File: config.mk
export PLATFORM = sky130hd
export DESIGN_NAME = sonar_presence
export DESIGN_NICKNAME = d
export VERILOG_FILES = /design/src/rtl/sonar_pkg.sv /design/src/rtl/sonar_tick_gen.sv /design/src/rtl/sonar_echo_sync.sv /design/src/rtl/sonar_range_fsm.sv /design/src/rtl/sonar_presence.sv
export SDC_FILE = /design/constraint.sdc
export NUM_CORES = 1
export LEC_CHECK = 0
export CAP_MARGIN = 20
export CORE_MARGIN = 10
export CORE_UTILIZATION = 55
export DETAILED_ROUTE_END_ITERATION = 16
export GPL_TIMING_DRIVEN = 0
export PLACE_DENSITY = 0.85
export SYNTH_ARGS = -nofsm -noshare
export SYNTH_HDL_FRONTEND = slang
export SYNTH_SLANG_ARGS = --single-unit
File: constraint.sdc
create_clock -name clk -period 2 [get_ports clk]
set_input_delay 0.4 -clock clk [delete_from_list [all_inputs] [get_ports clk]]
set_output_delay 0.4 -clock clk [all_outputs]
set_load 0.02 [all_outputs]
File: src/rtl/sonar_pkg.sv
package sonar_pkg;

  typedef enum logic [1:0] {
    ST_IDLE  = 2'd0,
    ST_INIT  = 2'd1,
    ST_WAIT  = 2'd2,
    ST_ABORT = 2'd3
  } sonar_state_e;

  // Inclusive presence window test on a distance in ticks.
  function automatic logic in_window(input int unsigned d,
                                     input int unsigned lo,
                                     input int unsigned hi);
    return (d >= lo) && (d <= hi);
  endfunction

  // Counter step with wrap at a terminal value.
  function automatic int unsigned wrap_inc(input int unsigned v,
                                           input int unsigned last);
    return (v == last) ? 0 : v + 1;
  endfunction

endpackage

File: src/rtl/sonar_tick_gen.sv
module sonar_tick_gen #(
  parameter int unsigned TICK_DIV    = 20000,
  parameter int unsigned CYCLE_TICKS = 2000
) (
  input  logic clk,
  input  logic rst,
  output logic tick_o,
  output logic cycle_start_o
);
  localparam int unsigned PW  = $clog2(TICK_DIV + 1);
  localparam int unsigned CTW = $clog2(CYCLE_TICKS + 1);

  logic [PW-1:0]  presc_q;
  logic [CTW-1:0] cyc_q;

  assign tick_o        = (presc_q == PW'(TICK_DIV - 1));
  assign cycle_start_o = tick_o && (cyc_q == CTW'(CYCLE_TICKS - 1));

  always_ff @(posedge clk) begin
    if (rst) begin
      presc_q <= '0;
      cyc_q   <= '0;
    end else begin
      presc_q <= PW'(sonar_pkg::wrap_inc(32'(presc_q), TICK_DIV - 1));
      if (tick_o)
        cyc_q <= CTW'(sonar_pkg::wrap_inc(32'(cyc_q), CYCLE_TICKS - 1));
    end
  end
endmodule

File: src/rtl/sonar_echo_sync.sv
module sonar_echo_sync (
  input  logic clk,
  input  logic rst,
  input  logic echo_i,
  output logic rise_o
);
  logic meta_q, sync_q, last_q;

  always_ff @(posedge clk) begin
    if (rst) begin
      meta_q <= 1'b0;
      sync_q <= 1'b0;
      last_q <= 1'b0;
    end else begin
      meta_q <= echo_i;
      sync_q <= meta_q;
      last_q <= sync_q;
    end
  end

  assign rise_o = sync_q && !last_q;
endmodule

File: src/rtl/sonar_range_fsm.sv
module sonar_range_fsm #(
  parameter int unsigned INIT_TICKS = 1,
  parameter int unsigned MAX_COUNT  = 60,
  localparam int unsigned CW = $clog2(MAX_COUNT + 1),
  localparam int unsigned IW = $clog2(INIT_TICKS + 1)
) (
  input  logic          clk,
  input  logic          rst,
  input  logic          tick_i,
  input  logic          cycle_start_i,
  input  logic          rise_i,
  output logic          init_o,
  output logic          wait_o,
  output logic [CW-1:0] count_o,
  output logic          hit_o,
  output logic          miss_o
);
  import sonar_pkg::*;

  sonar_state_e  state_q;
  logic [IW-1:0] icnt_q;
  logic [CW-1:0] cnt_q;
  logic          at_max;

  assign at_max  = (cnt_q == CW'(MAX_COUNT));
  assign init_o  = (state_q == ST_INIT);
  assign wait_o  = (state_q == ST_WAIT);
  assign count_o = cnt_q;
  assign hit_o   = wait_o && rise_i;
  assign miss_o  = wait_o && !rise_i && tick_i && at_max;

  always_ff @(posedge clk) begin
    if (rst) begin
      state_q <= ST_IDLE;
      icnt_q  <= '0;
      cnt_q   <= '0;
    end else begin
      unique case (state_q)
        ST_IDLE: begin
          if (cycle_start_i) begin
            state_q <= ST_INIT;
            icnt_q  <= '0;
          end
        end
        ST_INIT: begin
          if (tick_i) begin
            if (icnt_q == IW'(INIT_TICKS - 1)) begin
              state_q <= ST_WAIT;
              cnt_q   <= '0;
            end else begin
              icnt_q <= icnt_q + IW'(1);
            end
          end
        end
        ST_WAIT: begin
          if (rise_i) begin
            state_q <= ST_IDLE;
          end else if (tick_i) begin
            if (at_max) begin
              state_q <= ST_ABORT;
              cnt_q   <= '0;
            end else begin
              cnt_q <= cnt_q + CW'(1);
            end
          end
        end
        ST_ABORT: begin
          state_q <= ST_IDLE;
          cnt_q   <= '0;
        end
        default: state_q <= ST_IDLE;
      endcase
    end
  end
endmodule

File: src/rtl/sonar_presence.sv
module sonar_presence #(
  parameter int unsigned TICK_DIV    = 20000,
  parameter int unsigned CYCLE_TICKS = 2000,
  parameter int unsigned INIT_TICKS  = 1,
  parameter int unsigned MAX_COUNT   = 60,
  parameter int unsigned NEAR_CNT    = 9,
  parameter int unsigned FAR_CNT     = 54,
  parameter int unsigned DIST_W      = 8
) (
  input  logic              clk,
  input  logic              rst,
  input  logic              echo_i,
  output logic              init_o,
  output logic [DIST_W-1:0] dist_o,
  output logic              valid_o,
  output logic              present_o
);
  localparam int unsigned CW = $clog2(MAX_COUNT + 1);
  localparam logic [DIST_W-1:0] NO_TARGET = '1;

  // Named internal events, visible to the bound checker.
  logic          tick_w;
  logic          cycle_start_w;
  logic          rise_w;
  logic          wait_w;
  logic          hit_w;
  logic          miss_w;
  logic [CW-1:0] count_w;

  logic [DIST_W-1:0] dist_q;
  logic              valid_q;
  logic              present_q;

  sonar_tick_gen #(
    .TICK_DIV   (TICK_DIV),
    .CYCLE_TICKS(CYCLE_TICKS)
  ) u_tick (
    .clk          (clk),
    .rst          (rst),
    .tick_o       (tick_w),
    .cycle_start_o(cycle_start_w)
  );

  sonar_echo_sync u_sync (
    .clk   (clk),
    .rst   (rst),
    .echo_i(echo_i),
    .rise_o(rise_w)
  );

  sonar_range_fsm #(
    .INIT_TICKS(INIT_TICKS),
    .MAX_COUNT (MAX_COUNT)
  ) u_fsm (
    .clk          (clk),
    .rst          (rst),
    .tick_i       (tick_w),
    .cycle_start_i(cycle_start_w),
    .rise_i       (rise_w),
    .init_o       (init_o),
    .wait_o       (wait_w),
    .count_o      (count_w),
    .hit_o        (hit_w),
    .miss_o       (miss_w)
  );

  always_ff @(posedge clk) begin
    if (rst) begin
      dist_q    <= '0;
      valid_q   <= 1'b0;
      present_q <= 1'b0;
    end else begin
      valid_q <= 1'b0;
      if (hit_w) begin
        dist_q    <= DIST_W'(count_w);
        present_q <= sonar_pkg::in_window(32'(count_w), NEAR_CNT, FAR_CNT);
        valid_q   <= 1'b1;
      end else if (miss_w) begin
        dist_q    <= NO_TARGET;
        present_q <= 1'b0;
        valid_q   <= 1'b1;
      end
    end
  end

  assign dist_o    = dist_q;
  assign valid_o   = valid_q;
  assign present_o = present_q;
endmodule

# == Yosys cells after proc, flatten, opt, wreduce, memory -nomap -nowiden ==
# Cells that the tools add are included.
# totals
rom_bits,0
reg_bits,47
inputBits,3
out_inout_bits,11
latch_bits,0
mem_count,0
mem_bits_rw,0
# classes
bitwise_logic,0
muxes,24
n_div,0
mul,0
eq_ne,13
addsub,4
shift,0
magnitude_cmp,2
reduce_logical,18
# ops
op,n
6-bit two-way mux,7
6-bit one-hot mux with 3 select lines,1
"15-bit by 1-bit adder with 15-bit output, second input constant",1
"15-bit == test, second input constant",1
2-bit two-way mux,6
"11-bit by 1-bit adder with 11-bit output, second input constant",1
"11-bit == test, second input constant",1
11-bit two-way mux,1
5-bit AND reduction,2
2-bit one-hot mux with 4 select lines,1
1-bit logical AND,7
1-bit two-way mux,7
"6-bit by 1-bit adder with 6-bit output, second input constant",1
"6-bit == test, second input constant",1
"6-bit by 4-bit >= comparator with 1-bit output, second input constant",1
"6-bit <= comparator, second input constant",1
"2-bit != test, second input constant",3
"2-bit == test, second input constant",2
"2-bit by 1-bit != test with 1-bit output, second input constant",2
2-bit nonzero test,2
2-bit OR reduction,2
"3-bit by 1-bit != test with 1-bit output, second input constant",1
"3-bit by 2-bit != test with 1-bit output, second input constant",1
3-bit AND reduction,1
6 further kinds,7

# == Depth between registers and ports, before layout ==
# Gate-level depths: netlist of run 1.
# logic_depth
ltp_word,8
mapped_depth,7
ltp_nobuf,6

# == Hierarchy ==
# Synthesis of run 1 repeated with hierarchy kept, for this count alone.
# hier_totals
cells_unflattened,264
hier_area_um2,2284.7
# modules_own_cells
module,area_each_um2,n_inst,cells_per_inst,seq_area_each_um2
sonar_tick_gen,1347.5,1,157,520.5
sonar_range_fsm,475.5,1,58,160.2
sonar_presence,374.1,1,42,180.2
sonar_echo_sync,87.6,1,7,60.1

# == Worst setup path before layout of run 1 ==
# Ideal clock, no wire load.
# synth_timing
path_type,register to register
from,register u_tick.presc_q[0]
to,register u_tick.cyc_q[7]
stages_incl_launch_ff,7
arrival_time_ps,1696
path_buffers,1
path_slack_ps,232
path_cell_list,dfxtp_1 -> ha_1 -> and3_1 -> buf_2 -> nand4_1 -> or4_1 -> a21oi_1
# synth_via
elab_chain_cells,1
# synth_rtl
element,line_no,text
"start, declared",sonar_tick_gen.sv:13,logic [PW-1:0] presc_q;
"start signal, assigned",sonar_tick_gen.sv:24,"presc_q <= PW'(sonar_pkg::wrap_inc(32'(presc_q), TICK_DIV - 1));"
15-bit == test,sonar_tick_gen.sv:16,assign tick_o = (presc_q == PW'(TICK_DIV - 1));
"end signal, assigned",sonar_tick_gen.sv:26,"cyc_q <= CTW'(sonar_pkg::wrap_inc(32'(cyc_q), CYCLE_TICKS - 1));"
"end, declared",sonar_tick_gen.sv:14,logic [CTW-1:0] cyc_q;
# No other way between the ends.
# A chain may end at the register's enable or synchronous reset.

# == Worst setup path after layout of run 1 ==
# layout_timing
from,register u_tick.cyc_q[0]
to,register u_tick.cyc_q[0]
# layout_via
elab_chain_cells,2
elab_cells_between_ends,3
cone_classes,1 x add/sub; 1 x eq/ne; 1 x mux
# layout_rtl
element,line_no,text
11-bit by 1-bit adder with 11-bit output or 11-bit == test (tied branches),sonar_pkg.sv:20,return (v == last) ? 0 : v + 1;
11-bit two-way mux *,sonar_pkg.sv:20,
# Mark *: on every way between the ends. The rest lies on a longest branch, timed or not.

==> results_dict.tcl, run 1 <==
set metrics [dict create \
    min_path_type "reg2reg" \
    num_vias 1910 \
    start_kind "register" \
    antenna_found_initial 0 \
    synth.distinct_cells 48 \
    die_h_um 83.69 \
    max_freq_ghz 0.5281 \
    layout-drive-gt1-share 0.1203 \
    syn_inst 243 \
    setup_ws_ns 0.1063 \
    regToRegEndpoint "u_tick.cyc_q[0]" \
    fp.dieArea_um2 7004 \
    worst_pin_slew_ns 0.5007 \
    h-tree-depth 2 \
    std_cell_rows 23 \
    ctsLongestPathBuffers 2 \
    cts_tree "built" \
    hold_viol_final 0 \
    grt_pass1_wl_mm 8.390 \
    ir_drop_v 0.0005469 \
    area_growth_pct 14.53 \
    pre_cts_ws_ns -0.08815 \
    start_util 0.5618 \
    n_antenna_cell 0 \
    ios 14 \
    critPathMaxFanout 8 \
    swShare 0.2406 \
    reg2reg_slack_ns 0.11 \
    gp_congestion 0.8415 \
    post-route-util 0.6434 \
    async_reset_ff_frac 0 \
    power_frac_clock 0.370 \
    crit_type "reg2reg" \
    maxSlewViolCount 0 \
    cap_viol_max_count 0 \
    netlist_area_um2 2231 \
    ys_seq_elements 46 \
    whs_path_depth 1 \
    hold_buffers 0 \
    wl_mm 4.743 \
    dp_hpwl_mm 3.247 \
    drtIter0Drc 179 \
    first_pass_iters 4 \
    clock_skew_ns 0.01241 \
    r2r_start "u_tick.cyc_q[0]" \
    synth_warnings 0 \
    synth_top_area_frac 0.4128 \
    synth_edf_count 0 \
    portBuffers 13 \
    cts.sinks 46 \
    synth_area_per_cell_um2 9.181 \
    min_from "u_tick.presc_q[0]" \
    leakagePower_uw 0.0009274 \
    grt_max_degree 16 \
    track_usage 0.1381 \
    rsz0062_at_grt "no" \
    die_w_um 83.69 \
    nNetsFinal 275 \
    drc 0 \
    grt_pass1_vias 1912 \
    avgRoutedWirePerCell_um 15.01 \
    switching_power_uw 377.7 \
    cts_buffers 5 \
    clk_pin_slew_ns 0.09 \
    synth.yosys.seq_area_share 0.4128 \
    worstSkewPairLatency_ns 0.31 \
    ys_top_cells_by_area "dfxtp_1, xor2_1, ha_1" \
    grt_overflow 0 \
    critPathRequiredTime_ns 2.20 \
    clockRootBuffer "clkbuf_8" \
    fin_crit_sh 0.9468 \
    core_area_um2 3971 \
    reg2regPathDepth 5 \
    comb_power_share 0.035 \
    synth_ff_type "dfxtp_1" \
    end_kind "register" \
    status "finished, final reports clean" \
    holdPathEnd "u_tick.presc_q[0]" \
    slew_headroom 0.6627 \
    min_period_ns 1.894 \
    powerDensity_nw_per_um2 614.4 \
    synth_nets 253 \
    synth_area_leader_cell "dfxtp_1" \
    intPower_uw 1192 \
    setup_viol 0 \
    avgViaCountPerCell 6.044 \
    drtAntennaViolNets 0 \
    p_seq_frac 0.595 \
    cp.arrival_ns 2.09 \
]
cells in the final DEF, fill, tap and decap left out, types with 2 or more instances in the layout:
| master | instances |
|---|---|
| a211oi_1 | 2 |
| a21oi_1 | 13 |
| a31oi_1 | 5 |
| a41oi_1 | 2 |
| and2_1 | 2 |
| and3_1 | 5 |
| and4_1 | 7 |
| buf_2 | 3 |
| buf_4 | 5 |
| clkbuf_1 | 4 |
| clkbuf_8 | 5 |
| clkdlybuf4s50_1 | 12 |
| dfxtp_1 | 44 |
| dfxtp_2 | 2 |
| ha_1 | 6 |
| inv_1 | 6 |
| nand2_1 | 15 |
| nand2b_1 | 3 |
| nand3_1 | 14 |
| nand3b_1 | 2 |
| nand4_1 | 9 |
| nor2_1 | 21 |
| nor2b_1 | 6 |
| nor3_1 | 4 |
| nor4_1 | 3 |
| nor4b_2 | 2 |
| o21ai_0 | 7 |
| o221a_1 | 6 |
| o31ai_1 | 3 |
| or2_2 | 3 |
| or3_1 | 4 |
| or4_1 | 4 |
| xnor2_1 | 3 |
| xor2_1 | 11 |
synth_stat cells (2+ instances only):
master and count:
a211oi_1 2, nand4_1 9, and2_1 2, o31ai_1 3, and3_1 5, nor4_1 3
nand3_1 14, nand2_1 15, nor2b_1 6, nor3_1 4, nor2_1 21, or3_1 4
xor2_1 11, a21oi_1 14, a31oi_1 5, o221a_1 6, a41oi_1 2, clkbuf_1 6
ha_1 7, or2_2 3, buf_2 3, nand2b_1 3, xnor2_1 3, or4_1 4
o21ai_0 7, dfxtp_1 46, nor4b_2 2, inv_1 6, nand3b_1 2, and4_1 7
metrics by stage:
step	area [um2]	TNS (ns)	power, uW	std cells	hold slack (ns)
after floorplan	2231	0	989.2	243	0.4138
after global placement	2424	-0.4776	1006	306	0.4189
after detailed placement	2424	-0.5201	1009	306	0.4389
after CTS	2531	0	1578	316	0.4565
after global routing	2555	0	1622	316	0.4607
final	2555	0	1570	316	0.4360
worst max-delay path, stage by stage, from the launching register on:
cell,delay (ns)
dfxtp_1,0.40
ha_1,0.18
nand3_1,0.18
or4_1,0.63
o21ai_4,0.31
nor2_1,0.09
cell type report:
type	instances	area, um2
clock buffer	5	68.82
tap	50	62.56
clock inverter	3	21.27
timing repair buffer	16	151.4
inverter	6	22.52
buffer	10	56.30
fill	342	1416
sequential	46	923.4
multi-input combinational	180	1249
per-layer routing:
| metal | track usage | part of all wire | vias up |
|---|---|---|---|
| met5 | 0 | 0 | - |
| met4 | 0.06545 | 0.014 | 0 |
| met3 | 0.04590 | 0.046 | 8 |
| met2 | 0.2397 | 0.50 | 34 |
| met1 | 0.1461 | 0.44 | 920 |
| li1 | - | - | 948 |
power groups by stage:
stage | sequential (uW) | combinational, uW | clock (uW)
2_1_floorplan | 953 | 36.5 | 0
3_3_place_gp | 954 | 51.5 | 0
3_5_place_dp | 955 | 53.7 | 0
4_1_cts | 934 | 54.6 | 590
5_1_grt | 937 | 61.7 | 623
6_report | 934 | 54.6 | 581
worst max-delay path by stage:
stage                       from                to  slack [ns]
3_3_place_gp     u_tick.cyc_q[0]   u_tick.cyc_q[0]       -0.07
5_1_grt        u_tick.presc_q[0]   u_tick.cyc_q[7]       0.003
3_5_place_dp   u_tick.presc_q[0]   u_tick.cyc_q[0]       -0.09
2_1_floorplan  u_tick.presc_q[0]   u_tick.cyc_q[7]        0.23
4_1_cts        u_tick.presc_q[0]  u_fsm.state_q[0]        0.01
6_report         u_tick.cyc_q[0]   u_tick.cyc_q[0]        0.11
kinds of logic after synthesis:
logic type / count (synthesis) / share of synthesized area
buffers and inverters: 17 / 0.03533
AND/OR/NAND/NOR: 108 / 0.2888
XOR/XNOR: 14 / 0.05496
flip-flops: 46 / 0.4128
AO/OA/AOI/OAI: 51 / 0.1688
adder cells (fa/ha/maj): 7 / 0.03926
registers in the layout (all words and copies together), names as in the netlist:
name            cells
u_sync.sync_q       1
u_tick.presc_q     15
dist_o              7
u_fsm.count_o       6
u_sync.meta_q       1
u_fsm.state_q       2
u_sync.last_q       1
present_o           1
valid_o             1
u_tick.cyc_q       11
what timing repair did:
| action | CTS | global route |
|---|---|---|
| pin swaps | 1 | 1 |
| buffers inserted | 2 | 1 |
| gates resized for setup | 2 | 10 |
| cloned | 0 | 0 |
| setup endpoints to repair | 15 | 30 |
No activity file was read; power rests on OpenSTA's default activity.
==> inputs of run 2 (changes only) <==
--- a/config.mk
+++ b/config.mk
@@ -5,6 +5,7 @@
 export SDC_FILE = /design/constraint.sdc
 export NUM_CORES = 1
 export LEC_CHECK = 0
+export ABC_CLOCK_PERIOD_IN_PS = 2000
 export CAP_MARGIN = 20
 export CORE_MARGIN = 10
 export CORE_UTILIZATION = 55
==> results of run 2 <==
No change in the layout: final DEF, timing and power equal those of run 1.
==> inputs of run 3 (changes only) <==
--- a/config.mk
+++ b/config.mk
@@ -9,6 +9,7 @@
 export CAP_MARGIN = 20
 export CORE_MARGIN = 10
 export CORE_UTILIZATION = 55
+export CTS_CLUSTER_SIZE = 8
 export DETAILED_ROUTE_END_ITERATION = 16
 export GPL_TIMING_DRIVEN = 0
 export PLACE_DENSITY = 0.85
==> results of run 3 <==
No change in the layout: final DEF, timing and power equal those of run 1.
